File: config.mk
export PLATFORM = sky130hd
export DESIGN_NAME = nvm_range_guard
export DESIGN_NICKNAME = d
export VERILOG_FILES = /design/src/rtl/nvm_guard_pkg.sv /design/src/rtl/nvm_guard_bank.sv /design/src/rtl/nvm_guard_eval.sv /design/src/rtl/nvm_range_guard.sv
export SDC_FILE = /design/constraint.sdc
export NUM_CORES = 1
export LEC_CHECK = 0
export BUFFER_PORTS_ARGS = -buffer_cell sky130_fd_sc_hd__clkbuf_2
export CAP_MARGIN = 20
export CORE_ASPECT_RATIO = 0.8
export CORE_MARGIN = 3
export CORE_UTILIZATION = 50
export CTS_BUF_LIST = sky130_fd_sc_hd__clkbuf_4 sky130_fd_sc_hd__clkbuf_8
export CTS_CLUSTER_SIZE = 40
export DETAILED_ROUTE_END_ITERATION = 6
export GPL_TIMING_DRIVEN = 0
export HOLD_SLACK_MARGIN = 0.08
export PLACE_DENSITY = 0.78
export SLEW_MARGIN = 20
export SYNTH_ARGS = -nofsm -noshare
export SYNTH_HDL_FRONTEND = slang
export SYNTH_SLANG_ARGS = --single-unit
File: constraint.sdc
create_clock -name clk -period 2.55 [get_ports clk]
set_input_delay 0.255 -clock clk [delete_from_list [all_inputs] [get_ports clk]]
set_output_delay 0.255 -clock clk [all_outputs]
set_load 0.1 [all_outputs]
File: src/rtl/nvm_guard_pkg.sv
package nvm_guard_pkg;

  typedef enum logic [1:0] {
    OP_PROG = 2'b00,
    OP_SECT = 2'b01,
    OP_MASS = 2'b10,
    OP_BAD  = 2'b11
  } guard_op_e;

  typedef struct packed {
    logic       open;
    logic       rsvd;
    logic       hi_off;
    logic [1:0] hi_code;
    logic       lo_off;
    logic [1:0] lo_code;
  } guard_cfg_t;

  localparam guard_cfg_t CFG_LOCKED = '0;

  // Region length in bytes for a size code on top of the smallest size.
  function automatic int unsigned region_bytes(input int unsigned min_log2,
                                               input logic [1:0] code);
    return 32'd1 << (min_log2 + 32'(code));
  endfunction

  // Region anchored at base, growing upward.
  function automatic logic in_rising(input int unsigned a,
                                     input int unsigned base,
                                     input int unsigned len);
    return (a >= base) && (a < base + len);
  endfunction

  // Region anchored at the window end, growing downward.
  function automatic logic in_falling(input int unsigned a,
                                      input int unsigned top,
                                      input int unsigned len);
    return (a >= top - len) && (a < top);
  endfunction

  function automatic int unsigned align_down(input int unsigned a,
                                             input int unsigned log2);
    return (a >> log2) << log2;
  endfunction

endpackage

File: src/rtl/nvm_guard_bank.sv
module nvm_guard_bank
  import nvm_guard_pkg::*;
#(
  parameter int NUM_BLOCKS = 4,
  parameter int BLK_W      = $clog2(NUM_BLOCKS)
) (
  input  logic                             clk,
  input  logic                             rst_n,
  input  logic                             ld,
  input  logic [BLK_W-1:0]                 ld_slot,
  input  logic [7:0]                       ld_byte,
  output guard_cfg_t [NUM_BLOCKS-1:0]      cfg_q
);

  guard_cfg_t ld_cfg;
  logic       unused_rsvd;

  always_comb begin
    ld_cfg      = guard_cfg_t'(ld_byte);
    ld_cfg.rsvd = 1'b0;
  end
  assign unused_rsvd = ld_byte[6];

  for (genvar g = 0; g < NUM_BLOCKS; g++) begin : g_blk
    localparam int SLOT = NUM_BLOCKS - 1 - g;
    logic slot_hit;
    assign slot_hit = ld && (ld_slot == BLK_W'(SLOT));

    always_ff @(posedge clk or negedge rst_n) begin
      if (!rst_n)        cfg_q[g] <= CFG_LOCKED;
      else if (slot_hit) cfg_q[g] <= ld_cfg;
    end
  end

endmodule

File: src/rtl/nvm_guard_eval.sv
module nvm_guard_eval
  import nvm_guard_pkg::*;
#(
  parameter int ADDR_W      = 16,
  parameter int LO_MIN_LOG2 = 9,
  parameter int HI_MIN_LOG2 = 11,
  parameter int SECT_LOG2   = 9
) (
  input  guard_cfg_t        cfg,
  input  logic [1:0]        op,
  input  logic [ADDR_W-1:0] addr,
  output logic              whole_locked,
  output logic              hit_low,
  output logic              hit_high,
  output logic              any_prot,
  output logic              refuse
);

  localparam int unsigned WIN_TOP = 32'd1 << ADDR_W;
  localparam int unsigned LO_BASE = 32'd1 << (ADDR_W - 1);

  guard_op_e   op_e;
  int unsigned probe;

  always_comb begin
    op_e = guard_op_e'(op);
    case (op_e)
      OP_PROG: probe = align_down(32'(addr), 1);
      OP_SECT: probe = align_down(32'(addr), SECT_LOG2);
      default: probe = 32'(addr);
    endcase
  end

  assign whole_locked = !cfg.open;
  assign any_prot     = !cfg.lo_off || !cfg.hi_off;
  assign hit_low      = !cfg.lo_off &&
                        in_rising(probe, LO_BASE, region_bytes(LO_MIN_LOG2, cfg.lo_code));
  assign hit_high     = !cfg.hi_off &&
                        in_falling(probe, WIN_TOP, region_bytes(HI_MIN_LOG2, cfg.hi_code));

  always_comb begin
    case (op_e)
      OP_PROG, OP_SECT: refuse = whole_locked || hit_low || hit_high;
      OP_MASS:          refuse = whole_locked || any_prot;
      default:          refuse = 1'b1;
    endcase
  end

endmodule

File: src/rtl/nvm_range_guard.sv
module nvm_range_guard
  import nvm_guard_pkg::*;
#(
  parameter int NUM_BLOCKS  = 4,
  parameter int ADDR_W      = 16,
  parameter int LO_MIN_LOG2 = 9,
  parameter int HI_MIN_LOG2 = 11,
  parameter int SECT_LOG2   = 9,
  localparam int BLK_W      = $clog2(NUM_BLOCKS)
) (
  input  logic              clk,
  input  logic              rst_n,
  input  logic              cfg_load,
  input  logic [BLK_W-1:0]  cfg_slot,
  input  logic [7:0]        cfg_byte,
  input  logic              req_valid,
  input  logic [BLK_W-1:0]  req_block,
  input  logic [1:0]        req_op,
  input  logic [ADDR_W-1:0] req_addr,
  output logic              chk_done,
  output logic              chk_viol
);

  guard_cfg_t [NUM_BLOCKS-1:0] cfg_q;
  guard_cfg_t                  sel_cfg;
  logic whole_locked, hit_low, hit_high, any_prot, refuse;

  nvm_guard_bank #(
    .NUM_BLOCKS (NUM_BLOCKS),
    .BLK_W      (BLK_W)
  ) u_bank (
    .clk     (clk),
    .rst_n   (rst_n),
    .ld      (cfg_load),
    .ld_slot (cfg_slot),
    .ld_byte (cfg_byte),
    .cfg_q   (cfg_q)
  );

  if (NUM_BLOCKS == (1 << BLK_W)) begin : g_sel_full
    assign sel_cfg = cfg_q[req_block];
  end else begin : g_sel_part
    always_comb begin
      if (32'(req_block) < NUM_BLOCKS) sel_cfg = cfg_q[req_block];
      else                             sel_cfg = CFG_LOCKED;
    end
  end

  nvm_guard_eval #(
    .ADDR_W      (ADDR_W),
    .LO_MIN_LOG2 (LO_MIN_LOG2),
    .HI_MIN_LOG2 (HI_MIN_LOG2),
    .SECT_LOG2   (SECT_LOG2)
  ) u_eval (
    .cfg          (sel_cfg),
    .op           (req_op),
    .addr         (req_addr),
    .whole_locked (whole_locked),
    .hit_low      (hit_low),
    .hit_high     (hit_high),
    .any_prot     (any_prot),
    .refuse       (refuse)
  );

  always_ff @(posedge clk or negedge rst_n) begin
    if (!rst_n) begin
      chk_done <= 1'b0;
      chk_viol <= 1'b0;
    end else begin
      chk_done <= req_valid;
      chk_viol <= req_valid && refuse;
    end
  end

endmodule

* Yosys cells after proc, flatten, opt, wreduce, memory -nomap -nowiden
Index checks and enable logic that the tools add are counted.
** Storage, ports and cells
- Bits in registers :: 30
- Bits in latches :: 0
- Memory bits (writable) :: 0
- Memory bits (read-only) :: 0
- Output and inout port bits :: 2
- Memories :: 0
** Cells by class
- $add $sub $neg :: 4
- Multipliers :: 0
- Div/mod/pow operators :: 0
- Magnitude comparators :: 5
- Equality and inequality tests :: 5
- Shifts and indexed selects :: 2
- Muxes and demuxes :: 4
- Bitwise logic cells :: 0
- Reduce and logical (&&, ||, !) cells :: 19
** Operators with widths (number)
- $shl A1 B32 Y32 const A :: 2
- $add A16 B32 Y32 const A :: 1
- $ge A16 B32 Y1 :: 1
- $lt A16 B32 Y1 :: 1
- $sub A17 B32 Y32 const A :: 1
- $pmux W9 S2 :: 1
- $lt A16 B17 Y1 const B :: 1
- $bmux W8 S2 :: 1
- $ge A16 B16 Y1 const B :: 1
- $add A4 B2 Y5 const A :: 2
- $logic_and A1 B1 Y1 :: 9
- $mux W8 :: 1
- $eq A2 B2 Y1 const B :: 3
- $eq A2 B1 Y1 const B :: 2
- $logic_not A2 Y1 :: 2
- $logic_or A1 B1 Y1 :: 4
- $logic_not A1 Y1 :: 3
- $lt A2 B3 Y1 const B :: 1
- $pmux W1 S2 :: 1
- $reduce_or A2 Y1 :: 1

* Longest topological paths before layout
Gate-level depths: netlist (run 1).
- Word-level depth :: 12
- Mapped depth :: 10

* By module
Synthesis (run 1) repeated with hierarchy kept, for this count alone.
** Second synthesis, totals
- Cells, all modules :: 136
- Area, all modules :: 1833.0 sq um
** By module, submodules not included
- nvm_guard_bank :: instances 1, cells each 65, area an instance 1101.1 sq um, sequential area each 700.7 sq um
- nvm_guard_eval :: instances 1, cells each 58, area an instance 479.2 sq um, sequential area each 0.0 sq um
- nvm_range_guard :: instances 1, cells each 13, area an instance 252.7 sq um, sequential area each 50.0 sq um

* Worst setup path after synthesis (run 1)
OpenSTA, ideal clock, no wires.
- Path type :: input -> register
- Start point :: in req_block[0]
- End point :: reg chk_viol
- Arrival time :: 2462 ps
- Required time :: 2431 ps
- Path slack :: -31 ps
- Stages on the path :: 10
- Path buffers :: 1
- Cells stage by stage :: buf_6 > mux4_1 > or2_1 > ha_1 > inv_1 > ha_1 > o21ai_0 > a21oi_1 > o41a_2 > o21a_1
** Between the ends
- Longest elaborated chain between the ends :: 12
- Elaborated cells between the ends (all ways) :: 23
- Classes of those cells :: add/sub: 4; order compare: 2; shift: 2; mux: 3; reduce/logical: 12
** RTL lines
- from (decl) :: line nvm_range_guard.sv:17 : input logic [BLK_W-1:0] req_block,
- $bmux W8 S2 (*) :: line nvm_range_guard.sv:41 : assign sel_cfg = cfg_q[req_block];
- $mux W8 (implied by the code) (*) :: line nvm_range_guard.sv:41
- $add A4 B2 Y5 :: line nvm_guard_pkg.sv:24 : return 32'd1 << (min_log2 + 32'(code));
- $shl A1 B32 Y32 :: line nvm_guard_pkg.sv:24
- $add A16 B32 Y32 :: line nvm_guard_pkg.sv:31 : return (a >= base) && (a < base + len);
- $lt A16 B32 Y1 :: line nvm_guard_pkg.sv:31
- $logic_and A1 B1 Y1 :: line nvm_guard_pkg.sv:31
- $logic_and A1 B1 Y1 :: line nvm_guard_eval.sv:36 : assign hit_low = !cfg.lo_off &&
- $logic_or A1 B1 Y1 (2 in a row) :: line nvm_guard_eval.sv:43 : OP_PROG, OP_SECT: refuse = whole_locked || hit_low || hit_high;
- $pmux W1 S2 (*) :: line nvm_guard_eval.sv:42 : case (op_e)
- $logic_and A1 B1 Y1 (*) :: line nvm_range_guard.sv:71 : chk_viol <= req_valid && refuse;
- to (signal assigned) :: line nvm_range_guard.sv:71
- to (decl) :: line nvm_range_guard.sv:21 : output logic chk_viol
Mark *: on every way between the ends. The rest lies on a longest branch, timed or not. The select of a mux whose other input is x is not followed.
A chain may end at the register's enable or synchronous reset.

* Worst setup path in the final report (run 1)
- Start point :: reg, netlist name u_bank.cfg_q[27]
- End point :: reg chk_viol
** Between the ends
- Longest elaborated chain between the ends :: 11
** RTL lines
- $bmux W8 S2 :: line nvm_range_guard.sv:41
- $mux W8 (implied by the code) :: line nvm_range_guard.sv:41
- $add A4 B2 Y5 :: line nvm_guard_pkg.sv:24
- $shl A1 B32 Y32 :: line nvm_guard_pkg.sv:24
- $sub A17 B32 Y32 :: line nvm_guard_pkg.sv:38 : return (a >= top - len) && (a < top);
- $ge A16 B32 Y1 :: line nvm_guard_pkg.sv:38
- $logic_and A1 B1 Y1 :: line nvm_guard_pkg.sv:38
- $logic_and A1 B1 Y1 :: line nvm_guard_eval.sv:38 : assign hit_high = !cfg.hi_off &&
- $logic_or A1 B1 Y1 :: line nvm_guard_eval.sv:43
- $pmux W1 S2 :: line nvm_guard_eval.sv:42
- $logic_and A1 B1 Y1 :: line nvm_range_guard.sv:71
Every way passes these cells. The select of a mux whose other input is x is not followed.

==> results of run 1 <==
## where the power goes
group          internal, mW  switching, mW
Combinational         0.187          0.156
Sequential            0.563         0.0370
Clock                 0.228          0.178
## worst max-delay path: cells and delay by family (launching register included)
family | cells | cell delay [ns]
compound gates | 4 | 0.73
fa+ha+maj | 2 | 0.53
mux | 1 | 0.49
flops | 1 | 0.38
simple gates | 1 | 0.24
buf+inv | 1 | 0.04
## Yosys cell counts (2+ instances only)
master    instances  area [µm²]
dfrtp_1          30         751
mux2_2           28         315
ha_1             11         138
mux4_1            6         158
nor2_1            5        18.8
nand2_1           4        15.0
nand2b_1          3        18.8
o21ai_0           3        15.0
or2_1             3        18.8
nand3b_1          2        15.0
## registers in the layout, summed over array words and instances (netlist names)
signal / count
u_bank.cfg_q: 28
chk_done: 1
chk_viol: 1
## final timing paths
check                                 start               end  slack [ns]  cells past startpoint
setup / recovery           u_bank.cfg_q[27]          chk_viol        0.02                      9
hold / removal                    req_valid          chk_done        0.11                      1
setup reg to reg           u_bank.cfg_q[27]          chk_viol        0.02                      9
hold reg to reg             u_bank.cfg_q[7]   u_bank.cfg_q[7]        0.50                      1
max in group asynchronous             rst_n  u_bank.cfg_q[21]        1.53                      2
min in group asynchronous             rst_n   u_bank.cfg_q[3]        0.55                      2
## cell families (layout without fill, tap and decap cells)
family | Yosys count | in the layout | share of synthesized area
AND/OR/NAND/NOR | 21 | 21 | 0.0730
flip-flops | 30 | 30 | 0.471
adder cells (fa/ha/maj) | 11 | 11 | 0.0863
multiplexers | 35 | 35 | 0.311
other | 1 | 2 | 0.00235
AO/OA/AOI/OAI | 10 | 10 | 0.0447
buffers and inverters | 3 | 37 | 0.0118
## layer usage
metal,part of all wire,up-vias,track usage
met4,0.020,0,0.0780
met5,0,-,0
met3,0.046,8,0.0483
met2,0.49,28,0.269
li1,-,487,-
met1,0.44,518,0.206
## what timing repair did
action | in CTS | in global routing
pin swaps | 0 | 3
gates resized for setup | 1 | 1
endpoints found under the setup margin | 1 | 1
hold buffers | 1 | 0
setup buffers | 1 | 1
hold endpoints to repair | 30 | 0
## per-stage QoR
stage           util  TNS, ns  instances
3_5_place_dp   0.606   -0.166        173
5_1_grt        0.648   -0.134        184
6_report       0.648        0        184
2_1_floorplan      -        0        112
3_3_place_gp   0.606   -0.169        173
4_1_cts        0.645        0        183
## area by class of cell
class                      count  area (µm²)
buffer                         2        15.0
clock buffer                   7        90.1
clock inverter                 1        5.00
fill                         233        1020
inverter                       1        3.75
multi-input combinational     79         822
sequential                    30         751
tap                           38        47.5
timing repair buffer          26         140
## cell usage in the layout, fill, tap and decap left out, types with 2 or more instances in the layout
cell type and count:
clkbuf_8 6, ha_1 11, nand2b_1 3, nor2_1 5, clkbuf_2 23, mux4_1 4, mux4_2 3, dfrtp_1 30
mux2_2 28, nand2_1 4, or2_1 3, conb_1 2, nand3b_1 2, o21ai_0 2, buf_4 2
==> flow_summary.yaml, run 1 <==
global_routing:
  grt_max_degree: 31
  grt_pass1_vias: 1070
  grt_antenna_before_repair: 0
  grt_pass1_wl_um: 4970
  grtUsageTotal: 0.166
  grt_overflow: 0
placement:
  place.gp.congestion: 0.750
  preCtsSetupSlack_ns: -0.166
  place_hpwl_um: 2140
  dpl_cell_area_mm2: 0.00175
  portBuffers: 23
power:
  power.density_mw_per_mm2: 720
  vdd_drop_max_mv: 0.413
  p_leak_nw: 0.856
  total_power_mw: 1.35
clock_network:
  cts_made_buffers: 5
  path_clk_slew_ns: 0.07
  cts_sinks: 30
  cts_max_path_buffers: 2
  cts_tree: "yes"
  htree_levels: 2
  clock_latency_ns: 0.29
  root_buffer: "clkbuf_8"
detailed_routing:
  vias: 1041
  viasPerCell: 5.66
  finalWirelength_um: 2920
  postRouteAntennaNets: 0
  drc: 0
  post_drt_wl_per_cell_um: 15.9
  first_pass_iters: 4
  dr.first_iter.drc_count: 31
floorplanning:
  fp.dieH_um: 56.5
  fp.dieArea_mm2: 0.00391
  fp.dieW_um: 69.1
  io_pins: 36
  coreArea_mm2: 0.00289
  start_util: 0.551
  rows: 17
setup_path:
  cp_max_fo: 3
  worstSetupEndpointType: "register"
  crit_required_ns: 2.72
  crit_path_frequent_cell: "ha_1"
  max_stage_delay_ns: 0.49
  crit_type: "reg2reg"
  worstPathArrival_ns: 2.70
  crit_slowest_cell: "mux4_2"
  worst_setup_path_start_kind: "register"
  path_cells: "mux4_2 -> or2_1 -> ha_1 -> inv_1 -> ha_1 -> o21ai_1 -> a21oi_1 -> o41a_2 -> o21a_1"
timing:
  tightest_slew_ns: 0.724
  finalWorstSetupSlack_ns: 0.0161
  rsz0062_at_grt: "true"
  fmax_mhz: 395
  slew_headroom: 0.517
  skew_ns: 0.00799
  hold_viol: 0
  holdWs_ns: 0.106
  fin_crit_ns: 2.53
  setup_viol: 0
  period_share: 0.994
  maxSlewViolCount: 0
finish:
  final_area_mm2: 0.00187
  drive_above_1_share: 0.459
  num-nets-final: 190
  synthToLayoutAreaGrowth_pct: 17.6
  diodes: 0
yosys:
  netlist_area_mm2: 0.00159
  ys_types: 26
  postSynthCellCount: 111
  ys_ff_latch: 30
  async_flop_share: 1.00
  seq_area_frac_synth: 0.471
  synth_edf_count: 0
  ys_warn_count: 0
  synth_ff_type: "dfrtp_1"
  synth_area_per_cell_um2: 14.4
run:
  drv_cap: 0
run_status:
  status: "complete, no violations"
worst_hold_path:
  min_path_type: "in2reg"
(Power assumes the default switching activity.)
==> run 2: changes to the inputs <==
CORE_UTILIZATION = 55   (was 50)
CTS_CLUSTER_SIZE = 16   (was 40)
PLACE_DENSITY = 0.81   (was 0.78)
clock period = 2.59 ns   (was 2.55 ns; I/O delays follow)
==> flow_summary.yaml, run 2 (synthesis gave the netlist of run 1 again) <==
timing:
  holdWs_ns: 0.219
  hold_viol: 0
  skew_ns: 0.0102
  fmax_mhz: 394
  period_share: 0.979
  setup_viol: 0
  slew_headroom: 0.523
  tightest_slew_ns: 0.715
  maxSlewViolCount: 0
  fin_crit_ns: 2.54
  rsz0062_at_grt: "true"
finish:
  fill_cells: 195
  largest_reg_flops: 28
  ff_latch_area_um2: 751
  mostFrequentLayoutCell: "dfrtp_1"
  top_register: "u_bank.cfg_q"
  final_core_utilization: 0.707
  multi_input_area_um2: 821
  drive_above_1_share: 0.456
  layout_common_cells: "dfrtp_1, mux2_2, clkbuf_2, ha_1"
  diodes: 0
  synthToLayoutAreaGrowth_pct: 15.5
  finalNonFillerCells: 183
  num-nets-final: 192
  top_regs: "u_bank.cfg_q (28), chk_done (1), chk_viol (1)"
  final_area_mm2: 0.00184
clock_network:
  cts_max_path_buffers: 2
  htree_levels: 2
  path_clk_slew_ns: 0.09
  cts_sinks: 30
  root_buffer: "clkbuf_4"
  cts_tree: "yes"
  cts_made_buffers: 5
  clock_latency_ns: 0.32
setup_path:
  worstPathArrival_ns: 2.76
  crit_buf_inv: 1
  crit_path_frequent_cell: "ha_1"
  crit_type: "reg2reg"
  cp_max_fo: 3
  max_stage_delay_ns: 0.51
  path_delay_family: "compound AO/OA/AOI/OAI gates"
  crit_slowest_cell: "mux4_2"
  worstSetupEndpointType: "register"
  path_cells: "mux4_2 -> or2_1 -> ha_1 -> inv_1 -> ha_1 -> o21ai_1 -> a21oi_1 -> o41a_2 -> o21a_1"
  crit_required_ns: 2.81
  worst_setup_path_start_kind: "register"
detailed_routing:
  viasPerCell: 5.70
  dr.first_iter.drc_count: 44
  vias: 1043
  post_drt_wl_per_cell_um: 16.6
  postRouteAntennaNets: 0
  finalWirelength_um: 3030
  drc: 0
  first_pass_iters: 4
placement:
  portBuffers: 23
  dpl_cell_area_mm2: 0.00176
  dp_cells: 171
  place.gp.congestion: 0.714
  place_hpwl_um: 2270
worst_hold_path:
  min_path_type: "in2reg"
power:
  total_power_mw: 1.19
  p_leak_nw: 0.844
  vdd_drop_max_mv: 0.390
  power.density_mw_per_mm2: 646
global_routing:
  grt_pass1_wl_um: 5150
  grt_antenna_before_repair: 0
  grt_max_degree: 31
  grt_pass1_vias: 1151
  grt_overflow: 0
  grtUsageTotal: 0.201
floorplanning:
  fp.dieW_um: 66.2
  io_pins: 36
  fp.dieArea_mm2: 0.00358
  rows: 16
  coreArea_mm2: 0.00260
  fp.dieH_um: 54.2
  start_util: 0.613
run_status:
  status: "complete, no violations"
run:
  drv_cap: 0
## run 2: changes by cell type in the layout (fill, tap and decap cells not counted)
cell | before | now
clkbuf_4 | 1 | 5
dlygate4sd3_1 | 1 | 2
a2111oi_0 | 0 | 1
a2111oi_1 | 1 | 0
clkinv_2 | 1 | 2
clkbuf_8 | 6 | 0
buf_4 | 2 | 3
## run 2: power by group
| part | switching, mW | total, mW | internal, mW |
|---|---|---|---|
| clock network | 0.153 | 0.250 | 0.0974 |
| registers | 0.0417 | 0.595 | 0.554 |
| logic | 0.154 | 0.344 | 0.189 |
| total | 0.349 | 1.19 | 0.840 |
## run 2: repair_timing
item,CTS,global route
endpoints found under the setup margin,1,1
setup buffers,2,1
hold buffers,2,0
pin swaps,3,1
gates resized for setup,3,0
gates cloned,0,0
endpoints found under the hold margin,31,0
## run 2: metrics by stage
step,setup WS [ns],TNS [ns]
2_1_floorplan,0.00493,0
3_3_place_gp,-0.121,-0.121
3_5_place_dp,-0.204,-0.204
4_1_cts,0.00753,0
5_1_grt,-0.0570,-0.0570
6_report,0.0541,0
## run 2: path summary, 6_finish.rpt
check,from,end,slack [ns],depth (start not counted)
min in group asynchronous,rst_n,u_bank.cfg_q[1],0.54,2
max in group asynchronous,rst_n,u_bank.cfg_q[16],1.58,2
setup / recovery,u_bank.cfg_q[28],chk_viol,0.05,9
hold reg to reg,u_bank.cfg_q[21],u_bank.cfg_q[21],0.51,1
setup reg to reg,u_bank.cfg_q[28],chk_viol,0.05,9
hold / removal,cfg_byte[1],u_bank.cfg_q[17],0.22,2
## run 2: metal layers
metal | global-route usage | up-vias | part of all wire
met3 | 0.0772 | 2 | 0.059
met4 | 0.0439 | 0 | 0.0086
met2 | 0.376 | 31 | 0.52
met5 | 0 | - | 0
li1 | - | 491 | -
met1 | 0.220 | 519 | 0.41
## run 2: final cells by class
cell class                 instances  area share
multi-input combinational         79       0.446
sequential                        30       0.408
timing repair buffer              28      0.0857
tap                               36      0.0245
clock buffer                       5      0.0204
buffer                             2     0.00816
clock inverter                     2     0.00544
inverter                           1     0.00204
## run 2: worst reg2reg max path: stages, from the launching register on
cell and delay [ns]:
dfrtp_1 0.39, mux4_2 0.51, or2_1 0.23, ha_1 0.28, inv_1 0.04, ha_1 0.26
o21ai_1 0.13, a21oi_1 0.06, o41a_2 0.37, o21a_1 0.17
